`src/rtl/ac12_pkg.sv`:
```
package ac12_pkg;

  typedef enum logic [1:0] {
    RX_IDLE = 2'd0,
    RX_WAIT = 2'd1,
    RX_RECV = 2'd2
  } rx_state_e;

  // Status word bit positions (software decodes these)
  localparam int STS_NE  = 0;
  localparam int STS_TMO = 1;
  localparam int STS_END = 2;
  localparam int STS_CRC = 3;
  localparam int STS_IDX = 4;
  localparam int STS_BLK = 7;

endpackage

```
`src/rtl/ac12_frame_rx.sv`:
```
module ac12_frame_rx
  import ac12_pkg::*;
#(
  parameter int RESP_BITS = 48,
  parameter int TMO_TICKS = 64,
  parameter int CRC_SPAN  = 40
) (
  input  logic                   clk,
  input  logic                   rst_n,
  input  logic                   tick,
  input  logic                   cmd_in,
  input  logic                   go,
  input  logic                   abort,
  output logic                   busy,
  output logic                   tmo_evt,
  output logic                   frame_evt,
  output logic                   crc_en,
  output logic [RESP_BITS-4:0]   hold
);

  localparam int BW = $clog2(RESP_BITS + 1);
  localparam int TW = $clog2(TMO_TICKS + 1);
  localparam int HW = RESP_BITS - 3;

  rx_state_e         state;
  logic [BW-1:0]     bcnt;
  logic [TW-1:0]     wcnt;

  assign busy = (state != RX_IDLE);

  always_comb begin
    crc_en    = 1'b0;
    tmo_evt   = 1'b0;
    frame_evt = 1'b0;
    if (!go && !abort && tick) begin
      case (state)
        RX_WAIT: begin
          if (!cmd_in)                            crc_en  = 1'b1;
          else if (wcnt == TW'(TMO_TICKS - 1))    tmo_evt = 1'b1;
        end
        RX_RECV: begin
          if (bcnt < BW'(CRC_SPAN))               crc_en    = 1'b1;
          if (bcnt == BW'(RESP_BITS - 1))         frame_evt = 1'b1;
        end
        default: ;
      endcase
    end
  end

  always_ff @(posedge clk or negedge rst_n) begin
    if (!rst_n) begin
      state <= RX_IDLE;
      bcnt  <= '0;
      wcnt  <= '0;
      hold  <= '0;
    end else if (go) begin
      state <= RX_WAIT;
      bcnt  <= '0;
      wcnt  <= '0;
    end else if (abort) begin
      state <= RX_IDLE;
    end else if (tick) begin
      case (state)
        RX_WAIT: begin
          if (!cmd_in) begin
            hold  <= {hold[HW-2:0], cmd_in};
            bcnt  <= BW'(1);
            state <= RX_RECV;
          end else if (tmo_evt) begin
            state <= RX_IDLE;
          end else begin
            wcnt <= wcnt + 1'b1;
          end
        end
        RX_RECV: begin
          if (frame_evt) begin
            state <= RX_IDLE;
          end else begin
            hold <= {hold[HW-2:0], cmd_in};
            bcnt <= bcnt + 1'b1;
          end
        end
        default: state <= RX_IDLE;
      endcase
    end
  end

  p_wait_bound_r2: assert property (@(posedge clk) disable iff (!rst_n)
    (state == RX_WAIT) |-> (wcnt < TW'(TMO_TICKS)));

  p_frame_bound_r4: assert property (@(posedge clk) disable iff (!rst_n)
    (state == RX_RECV) |-> (bcnt < BW'(RESP_BITS)));

endmodule

```
`config.mk`:
```
export PLATFORM = sky130hd
export DESIGN_NAME = ac12_frame_rx
export DESIGN_NICKNAME = d
export VERILOG_FILES = /design/src/rtl/ac12_pkg.sv /design/src/rtl/ac12_frame_rx.sv
export SDC_FILE = /design/constraint.sdc
export NUM_CORES = 1
export LEC_CHECK = 0
export ABC_AREA = 0
export BUFFER_PORTS_ARGS = -buffer_cell sky130_fd_sc_hd__buf_2
export CAP_MARGIN = 40
export CORE_MARGIN = 2
export CORE_UTILIZATION = 49
export DETAILED_ROUTE_END_ITERATION = 16
export GPL_TIMING_DRIVEN = 0
export HOLD_SLACK_MARGIN = 0.15
export PLACE_DENSITY_LB_ADDON = 0.12
export SYNTH_ARGS = -nofsm -noshare
export SYNTH_HDL_FRONTEND = slang
export SYNTH_SLANG_ARGS = --single-unit
```
`constraint.sdc`:
```
create_clock -name clk -period 4.34 [get_ports clk]
set_clock_uncertainty 0.1 [all_clocks]
set_input_delay 0.868 -clock clk [delete_from_list [all_inputs] [get_ports clk]]
set_output_delay 0.868 -clock clk [all_outputs]
set_load 0.02 [all_outputs]
```
==> qor.yml <==
route:
  firstDrtPassIters: 4
  postRouteAntennaNets: 0
  wl_per_cell_um: 13.9
  route.detailed.drc: 0
  drtIter0Drc: 95
  routed_wl_um: 4930
  num_vias: 1866
  routed_via_density: 5.24
sta:
  slew_viol_final: 0
  setup_ws_ns: 1.10
  tightest_slew_ns: 0.700
  finalHoldViolCount: 0
  rsz0062_at_grt: "false"
  period_share_pct: 74.7
  finalSetupViolCount: 0
  period_needed_ns: 3.24
  slew_headroom_pct: 53.4
  fmax_mhz: 308
  tns_ns: 0
  whs_ns: 0.404
clocking:
  root_buffer: "clkbuf_8"
  cts_tree: "built"
  ctsHoldBuffers: 0
  clock_sinks: 60
  post_cts_resized: 0
  cts.htree.levels: 3
  cts_made_buffers: 9
  insertion_delay_ns: 0.33
  cts.reportedPaths.clkPinSlew_ns: 0.06
  cts_setup_buffers: 0
  clk_path_buf_depth: 2
place:
  dpl_cell_area_um2: 3080
  dp_slack_ns: 1.10
  dp_hpwl_um: 3500
  dp_cells: 340
  io_buffers: 54
  globalplace.congestion: 0.804
pwr:
  ir_worst_vdd_mv: 0.241
  power_frac_comb_pct: 10.6
  p_int_uw: 851
  seq_power_share_pct: 52.2
  power_leakage_nw: 1.68
  p_clk_share_pct: 37.2
  p_sw_uw: 298
  p_sw_share_pct: 25.9
  total_power_mw: 1.15
  power_density_nw_per_um2: 354
layout:
  multiInputGateArea_um2: 1110
  n_antenna_cell: 0
  syn_to_final_growth_pct: 20.4
  layout-drive-gt1-share_pct: 41.2
  fin_util_pct: 60.1
  fin_area_um2: 3250
  regArea_um2: 1500
  nets: 290
  fin_cells: 356
  nFillCells: 457
floorplan:
  die_area_um2: 6120
  std_cell_rows: 27
  initial_core_util_pct: 49.9
  dieWidth_um: 78.2
  core_area_um2: 5410
  die_y_um: 78.2
  ioPinCount: 55
critical_path:
  cp.arrival_ns: 2.28
  crit_fanout: 5
  slowest_delay_ns: 0.58
  cp_slowest_cell: "or4_1"
  critPathLaunchType: "input pin"
  crit_chain: "buf_2 -> nor2_1 -> nand2_1 -> or4_1 -> nor2_1 -> buf_2"
  crit_start: "go"
  end_kind: "primary output"
  cp.required_ns: 3.37
  r2r_start: "state[1]"
  critical_path_class: "in -> out"
global_routing:
  grt_overflow_total: 0
  antenna_found_initial: 0
  grt_use_total_pct: 17.9
  grt_pass1_vias: 1844
  grt_pass1_wl_um: 8530
  grt_max_degree: 32
status:
  status: "completed"
logic_synthesis:
  synth_edf_count: 0
  synth_nets: 224
  synth_seq_cells: 60
  ys.warnings.count: 0
  yosysSeqAreaShare_pct: 55.6
  yosys_most_used_dff: "dfrtp_1"
  synth-async-reset-ratio_pct: 100
  syn_avg_cell_area_um2: 12.7
  syn_area_um2: 2700
  postSynthCellCount: 213
  yosysUniqueCellTypes: 40
flow_run:
  max_cap_violations: 0
hold_path:
  hold_path_class: "reg -> reg"
  min_from: "hold[1]"
## cells in the mapped netlist (all sizes together) (2+ instances only)
master,n,share of area [%]
a21oi,7,1.3
and3,3,1.1
buf,5,1.9
clkbuf,2,0.28
dfrtp,60,56
ha,5,2.3
inv,8,1.1
mux2,44,18
mux2i,2,0.74
nand2,10,1.4
nand2b,4,0.93
nand3,13,2.4
nor2,9,1.3
nor2b,3,0.70
nor3,5,1.3
o211ai,2,0.56
o21ai,5,0.93
o311ai,3,0.97
o31ai,2,0.56
or3,3,0.70
or4,2,0.56
xor2,2,0.65
## state kept, by name, indices dropped and copies added (netlist names)
name	count
hold	45
bcnt	6
state	2
wcnt	7
## area by class of cell
type	count	share of cell area, %
clock inverter	4	0.770
buffer	7	1.77
inverter	8	0.924
tap	72	2.77
clock buffer	12	4.47
timing repair buffer	55	8.93
sequential	60	46.2
multi-input combinational	138	34.2
## cells by family (layout without fill, tap and decap cells)
group	after synthesis	in the layout	share of synthesized area (%)
adder cells (fa/ha/maj)	5	5	2.32
XOR/XNOR	2	2	0.649
AND/OR/NAND/NOR	60	60	12.7
buffers and inverters	15	86	3.25
flip-flops	60	60	55.6
AO/OA/AOI/OAI	25	25	6.30
multiplexers	46	46	19.1
## power by group through the flow
stage | Combinational [mW] | Clock (mW) | Sequential (mW)
4_1_cts | 0.125 | 0.444 | 0.600
3_5_place_dp | 0.125 | 0 | 0.610
2_1_floorplan | 0.0481 | 0 | 0.635
5_1_grt | 0.134 | 0.469 | 0.604
3_3_place_gp | 0.121 | 0 | 0.609
6_report | 0.122 | 0.428 | 0.599
## cells in the final DEF, fill, tap and decap left out, types with 2 or more instances in the layout
master      count
clkinvlp_4      2
inv_1           8
nor2b_1         3
and3_4          2
mux2_1          4
o311ai_0        3
nand2b_1        4
clkinv_2        2
nand3_1        13
clkbuf_1        4
o211ai_1        2
buf_2          55
dfrtp_1        60
or4_1           2
mux2i_1         2
o31ai_1         2
xor2_1          2
ha_1            5
o21ai_0         5
mux2_2         40
nor2_1          9
nor3_1          4
or3_1           3
buf_6           4
nand2_1        10
a21oi_1         7
clkbuf_8       10
## worst max-delay path: cells and delay by family
| family | cells | cell delay [ns] |
|---|---|---|
| and+or+nand+nor | 4 | 1.12 |
| buffers and inverters | 2 | 0.28 |
## routing by layer
layer | share of wire (%) | vias to the layer above | GRT usage, % | wire length [µm]
met5 | 0 | - | 0 | 0
met1 | 48 | 900 | 24.0 | 2390
li1 | - | 907 | - | -
met3 | 5.8 | 5 | 6.55 | 286
met2 | 45 | 54 | 27.2 | 2210
met4 | 1.0 | 0 | 5.96 | 50
## path summary, 6_finish.rpt
check,end,slack (ns),cells past startpoint
setup / recovery,tmo_evt,1.10,6
hold / removal,hold[1],0.40,1
setup reg to reg,hold[31],1.98,7
hold reg to reg,hold[1],0.40,1
max in group asynchronous,hold[19],3.06,2
min in group asynchronous,wcnt[5],0.48,1
Power figures use the tool's default switching activity.
